**config.mk**
```make
export PLATFORM = sky130hd
export DESIGN_NAME = fault_supervisor
export DESIGN_NICKNAME = d
export VERILOG_FILES = /design/src/rtl/fsup_pkg.sv /design/src/rtl/fsup_qual.sv /design/src/rtl/fsup_crowbar.sv /design/src/rtl/fsup_code.sv /design/src/rtl/fault_supervisor.sv
export SDC_FILE = /design/constraint.sdc
export NUM_CORES = 1
export LEC_CHECK = 0
export BUFFER_PORTS_ARGS = -buffer_cell sky130_fd_sc_hd__buf_2
export CAP_MARGIN = 20
export CORE_MARGIN = 2
export CORE_UTILIZATION = 54
export DETAILED_ROUTE_END_ITERATION = 7
export PLACE_DENSITY = 0.75
export SYNTH_ARGS = -nofsm -noshare
export SYNTH_HDL_FRONTEND = slang
export SYNTH_SLANG_ARGS = --single-unit
```
**constraint.sdc**
```tcl
create_clock -name clk -period 1.7 [get_ports clk]
set_input_delay 0.17 -clock clk [delete_from_list [all_inputs] [get_ports clk]]
set_output_delay 0.17 -clock clk [all_outputs]
set_load 0.005 [all_outputs]
```
**src/rtl/fsup_pkg.sv**
```systemverilog
package fsup_pkg;
   localparam int CODE_W = 3;
   localparam int NFLT   = 6;

   // bit index in the qualified vector; code value = index + 1
   localparam int IX_OV  = 0;
   localparam int IX_UV  = 1;
   localparam int IX_IMB = 2;
   localparam int IX_OC  = 3;
   localparam int IX_FOC = 4;
   localparam int IX_SOV = 5;

   localparam logic [CODE_W-1:0] CODE_NONE = 3'd0;
   localparam logic [CODE_W-1:0] CODE_SOV  = 3'd6;
endpackage

```
**src/rtl/fsup_qual.sv**
```systemverilog
// Persistence qualifier: a flag must hold for CYC consecutive edges.
module fsup_qual #(
   parameter int CYC = 4
) (
   input  logic clk,
   input  logic por_n,
   input  logic clr,
   input  logic flag,
   output logic hit
);
   if (CYC < 1) begin : g_bad_cyc
      $error("fsup_qual: CYC must be at least 1");
   end

   if (CYC == 1) begin : g_immediate
      assign hit = flag && !clr;
   end else begin : g_counted
      localparam int CW = $clog2(CYC + 1);
      localparam logic [CW-1:0] LAST = CW'(CYC - 1);
      logic [CW-1:0] cnt;

      always_ff @(posedge clk or negedge por_n) begin
         if (!por_n)             cnt <= '0;
         else if (clr || !flag)  cnt <= '0;
         else if (cnt != LAST)   cnt <= cnt + 1'b1;
      end

      assign hit = flag && !clr && (cnt == LAST);
   end
endmodule

```
**src/rtl/fsup_crowbar.sv**
```systemverilog
// Severe-overvoltage latch and hysteretic low-side loop (POR domain only).
module fsup_crowbar (
   input  logic clk,
   input  logic por_n,
   input  logic sov_flag,
   input  logic rel_flag,
   output logic sov_lat,
   output logic crow
);
   always_ff @(posedge clk or negedge por_n) begin
      if (!por_n) begin
         sov_lat <= 1'b0;
         crow    <= 1'b0;
      end else begin
         if (sov_flag) sov_lat <= 1'b1;
         if (sov_flag)      crow <= 1'b1;
         else if (rel_flag) crow <= 1'b0;
      end
   end
endmodule

```
**src/rtl/fsup_code.sv**
```systemverilog
// First-fault recorder with fixed priority among same-edge arrivals.
module fsup_code
   import fsup_pkg::*;
(
   input  logic              clk,
   input  logic              por_n,
   input  logic              en,
   input  logic [NFLT-1:0]   qual,
   input  logic              sov_lat,
   output logic [CODE_W-1:0] code
);
   logic [CODE_W-1:0] enc;

   always_comb begin
      enc = CODE_NONE;
      for (int i = 0; i < NFLT; i++) begin
         if (qual[i]) enc = CODE_W'(i + 1);
      end
   end

   always_ff @(posedge clk or negedge por_n) begin
      if (!por_n)
         code <= CODE_NONE;
      else if (code == CODE_NONE)
         code <= enc;
      else if (!en && code != CODE_SOV)
         code <= (sov_lat || qual[IX_SOV]) ? CODE_SOV : CODE_NONE;
   end
endmodule

```
**src/rtl/fault_supervisor.sv**
```systemverilog
module fault_supervisor
   import fsup_pkg::*;
#(
   parameter int OC_CYC   = 120,
   parameter int SLOW_CYC = 1000
) (
   input  logic              clk,
   input  logic              por_n,
   input  logic              en,
   input  logic              oc_flag,
   input  logic              foc_flag,
   input  logic              imb_flag,
   input  logic              uv_flag,
   input  logic              ov_flag,
   input  logic              sov_flag,
   input  logic              rel_flag,
   output logic              pg_kill,
   output logic              all_off,
   output logic              lowside_on,
   output logic [CODE_W-1:0] fault_code
);
   if (OC_CYC < 1 || SLOW_CYC < 1) begin : g_bad_par
      $error("fault_supervisor: qualification times must be at least 1");
   end

   localparam int NORD = NFLT - 1;

   logic [NFLT-1:0] qual;
   logic [NORD-1:0] raw;
   logic            ord_lat, sov_lat, crow;
   logic            clr;

   assign clr = !en;
   assign raw[IX_OV]  = ov_flag;
   assign raw[IX_UV]  = uv_flag;
   assign raw[IX_IMB] = imb_flag;
   assign raw[IX_OC]  = oc_flag;
   assign raw[IX_FOC] = foc_flag;

   for (genvar g = 0; g < NORD; g++) begin : g_qual
      localparam int LEN = (g == IX_FOC) ? 1 :
                           (g == IX_OC)  ? OC_CYC : SLOW_CYC;
      fsup_qual #(.CYC(LEN)) u_q (
         .clk  (clk),
         .por_n(por_n),
         .clr  (clr),
         .flag (raw[g]),
         .hit  (qual[g])
      );
   end
   assign qual[IX_SOV] = sov_flag;

   always_ff @(posedge clk or negedge por_n) begin
      if (!por_n)              ord_lat <= 1'b0;
      else if (!en)            ord_lat <= 1'b0;
      else if (|qual[NORD-1:0]) ord_lat <= 1'b1;
   end

   fsup_crowbar u_crow (
      .clk     (clk),
      .por_n   (por_n),
      .sov_flag(sov_flag),
      .rel_flag(rel_flag),
      .sov_lat (sov_lat),
      .crow    (crow)
   );

   fsup_code u_code (
      .clk    (clk),
      .por_n  (por_n),
      .en     (en),
      .qual   (qual),
      .sov_lat(sov_lat),
      .code   (fault_code)
   );

   assign pg_kill    = ord_lat || sov_lat;
   assign lowside_on = crow;
   assign all_off    = (ord_lat || sov_lat) && !crow;
endmodule

```
==> metrics.md <==
| Metric | Value |
|---|---|
| Finished Core Util | `0.648` |
| Mapped Area | `0.00224 mm2` |
| Via/cell ratio | `5.74` |
| Post-synth EDFFs | `0` |
| Max Fclk | `636 MHz` |
| CP required | `1.88 ns` |
| Detailed-routing iteration count for the pre-antenna-repair pass | `4` |
| Final weighted congestion of routability-driven global placement | `0.825` |
| Die boundary height | `68.4 um` |
| Async S/R FF share, synth | `1.00` |
| Pin count of the biggest net entering global routing | `17` |
| Run status | `complete, no violations` |
| Number of clock buffers inserted by TritonCTS | `5` |
| Clock-pin slew on the worst setup and hold paths | `0.09 ns` |
| Wirelength per Cell | `13.6 um` |
| Yosys top cell area share | `0.480` |
| Leakage power figure | `1.07 nW` |
| Mapped Nets | `248` |
| Aggregate global routing overflow | `0` |
| Layout Nets | `275` |
| Worst slack at placement | `0.0615 ns` |
| Antenna violation net count after detailed routing | `0` |
| Cell Chain, Critical Path | `ha_1 > nand2_1 > or3_4 > o31ai_2 > a22oi_1` |
| Cell depth of the worst min-delay path | `3` |
| Global-route wire length before repair | `7.42 mm` |
| Power per Cell Area | `803 mW/mm2` |
| Synth-to-Final Area Change | `15.7%` |
| Number of warnings issued by yosys | `0` |
| Final critical-path required period | `1.57 ns` |
| Total power | `0.00208 W` |
| Average instance area after synthesis | `9.58 um2` |
| Number of I/O pins | `16` |
| Part of the Yosys area used for sequential elements | `0.480` |
| XOR/XNOR share of the synthesized area | `0.0664` |
| Ratio of final minimum period to clock period | `0.925` |
| DIE AREA | `0.00468 mm2` |
| Count of buffers inserted at the top-level ports | `15` |
| Longest individual stage delay on the worst path | `0.43 ns` |
| Final setup TNS | `0 ns` |
| Die W | `68.4 um` |
| Share of post-route cells with drive strength above 1 | `0.168` |
| Start-to-end type of the worst setup path | `reg -> reg` |
| Multiplexer share of the synthesized area | `0.0179` |
| Setup crit start kind | `register` |
| DRC errors left | `0` |
| Adder-cell share of the synthesized area | `0.0223` |
| Final hold vios | `0` |
| Biggest area contributors in the synthesized netlist | `sky130_fd_sc_hd__dfrtp_1 (48%), sky130_fd_sc_hd__xor2_1 (4.7%), sky130_fd_sc_hd__nor2_1 (4.5%)` |
| Register bit count reported by yosys | `43` |
| Slowest cell on the critical path | `sky130_fd_sc_hd__or3_4` |
| Floorplan core area | `0.00400 mm2` |
| Clock tree buffer depth | `2` |
| Clk sinks | `43` |
| Worst path setup slack after routing | `0.127 ns` |
| Later-pin clock latency in the skew report | `0.29 ns` |
| Setup Skew | `0.0105 ns` |
| Cells after synthesis | `234` |
| Critical Path End Type | `register` |
| Antenna violations before repair | `0` |
| Largest family of logic cells by synthesized area | `simple AND/OR/NAND/NOR gates` |
| Relative slew slack | `0.756` |
| All-layer global routing usage | `0.211` |
| TritonCTS clock tree | `built` |
| Setup repair after global routing missed its margin | `yes` |
| Count of routing violations after the opening detailed-route iteration | `126` |
| VDD IR max | `0.542 mV` |
| Post-synthesis compound-gate area fraction | `0.129` |
| Number of cell rows | `23` |
| CTS H-tree depth | `2` |
| Number of different library cells in the post-synthesis netlist | `46` |
| Path class of the lowest-slack min-delay path | `in -> reg` |
| Fraction of the mapped netlist area in simple logic gates | `0.262` |
| Most area-hungry cell type in the Yosys netlist | `sky130_fd_sc_hd__dfrtp_1` |
| Final setup violation count | `0` |
| Antenna diode count | `0` |
| Effective utilization at floorplan | `0.561` |
| Max-slew violation count | `0` |
| Slew at the pin with the worst max-slew slack | `0.363 ns` |
| Routed Wire Length | `4.26 mm` |
| Vias in the first global route | `1669` |
| Root Buffer | `sky130_fd_sc_hd__clkbuf_8` |
| Post-detail-place hpwl | `3.11 mm` |
| Maximum capacitance violations | `0` |
| Data arrival time of the critical path | `1.75 ns` |
| Worst hold slack after final layout | `0.135 ns` |
| Dominant synthesized flop cell | `sky130_fd_sc_hd__dfrtp_1` |
| Number of vias after detailed routing | `1791` |
| Depth of the worst register-to-register path | `5` |
| Max Fanout on Critical Path | `3` |
| Fill count | `338` |
routing by layer:
| metal | share of wire | global-route usage | vias up |
|---|---|---|---|
| met5 | 0 | 0 | - |
| met2 | 0.47 | 0.350 | 31 |
| met1 | 0.48 | 0.276 | 858 |
| li1 | - | - | 895 |
| met3 | 0.033 | 0.0378 | 7 |
| met4 | 0.013 | 0.0700 | 0 |
kinds of logic (layout without fill, tap and decap cells):
family	count (synthesis)	count (layout)
simple gates	106	106
buf+inv	13	41
flops	43	43
compound gates	47	47
mux	4	4
fa+ha+maj	4	4
xor+xnor	17	17
stage by stage:
stage                     cell area [um2]  instances
after global routing                 2590        312
after detailed placement             2430        302
after global placement               2430        302
after CTS                            2570        311
after floorplan                      2240        234
final                                2590        312
Yosys cell counts, types with 2 or more instances:
cell	instances
sky130_fd_sc_hd__dfrtp_1	43
sky130_fd_sc_hd__nor2_1	27
sky130_fd_sc_hd__nand2_1	19
sky130_fd_sc_hd__nand3_1	15
sky130_fd_sc_hd__o21ai_0	14
sky130_fd_sc_hd__a21oi_1	13
sky130_fd_sc_hd__or3_1	12
sky130_fd_sc_hd__xor2_1	12
sky130_fd_sc_hd__nor3_1	7
sky130_fd_sc_hd__clkbuf_1	6
sky130_fd_sc_hd__inv_1	6
sky130_fd_sc_hd__nand4_1	5
sky130_fd_sc_hd__xnor2_1	5
sky130_fd_sc_hd__ha_1	4
sky130_fd_sc_hd__mux2i_1	4
sky130_fd_sc_hd__o21a_1	4
sky130_fd_sc_hd__nand2b_1	2
sky130_fd_sc_hd__nand4b_1	2
sky130_fd_sc_hd__nor2b_1	2
sky130_fd_sc_hd__nor4_4	2
sky130_fd_sc_hd__o22ai_1	2
sky130_fd_sc_hd__o31ai_1	2
sky130_fd_sc_hd__o41ai_1	2
sky130_fd_sc_hd__or2_2	2
sequential cells by signal (all words and copies together) (netlist names):
| name | cells |
|---|---|
| g_qual.u_q.g_counted.cnt | 37 |
| ord_lat | 1 |
| u_code.code | 3 |
| u_crow.crow | 1 |
| u_crow.sov_lat | 1 |
area by class of cell:
| type | count | area, um2 | share of cell area |
|---|---|---|---|
| clock inverters | 2 | 60.1 | 0.0232 |
| clock buffers | 6 | 72.6 | 0.0280 |
| multi-input cells | 178 | 1130 | 0.437 |
| flip-flops and latches | 43 | 1080 | 0.415 |
| well taps | 50 | 62.6 | 0.0241 |
| inverters | 6 | 22.5 | 0.00868 |
| repair buffers | 27 | 168 | 0.0646 |
critical path: cells and delay by family, from the launching register on:
kind	cells	cell delay, ns
fa+ha+maj	1	0.20
simple gates	2	0.55
flops	1	0.40
compound gates	2	0.30
power by group:
part | switching (W) | internal (W) | leakage [nW]
clock | 0.000343 | 0.000587 | 0.0654
sequential | 0.0000106 | 0.00103 | 0.576
combinational | 0.0000686 | 0.0000408 | 0.432
total | 0.000422 | 0.00166 | 1.07
worst paths after layout:
path	slack, ns	startpoint	endpoint
max in group asynchronous	0.88	por_n	g_qual[1].u_q.g_counted.cnt[8]$_DFFE_PN0P_
hold / removal	0.14	rel_flag	u_crow.crow$_DFFE_PN0P_
setup reg to reg	0.13	g_qual[3].u_q.g_counted.cnt[0]$_DFFE_PN0N_	u_code.code[0]$_DFFE_PN0P_
min in group asynchronous	0.30	por_n	g_qual[0].u_q.g_counted.cnt[2]$_DFFE_PN0P_
hold reg to reg	0.52	u_crow.crow$_DFFE_PN0P_	u_crow.crow$_DFFE_PN0P_
setup / recovery	0.13	g_qual[3].u_q.g_counted.cnt[0]$_DFFE_PN0N_	u_code.code[0]$_DFFE_PN0P_
timing repair:
item / in CTS / in global routing
hold buffers: 1 / 0
hold endpoints to repair: 13 / 0
buffers inserted: 0 / 1
endpoints found under the setup margin: 0 / 8
gates resized for setup: 0 / 3
cells in the final DEF, fill, tap and decap left out, drive strengths merged, types with 4 or more instances in the layout:
cell type  synthesis  layout
mux2i              4       4
o21ai             15      15
nor2              27      27
inv                6       6
dfrtp             43      43
o21a               4       4
nand3             15      15
clkbuf             6       6
buf                1      26
or3               13      13
nor3               9       9
xnor2              5       5
ha                 4       4
nand4              6       6
a21oi             13      13
nand2             19      19
xor2              12      12
No activity file was read; power rests on OpenSTA's default activity.
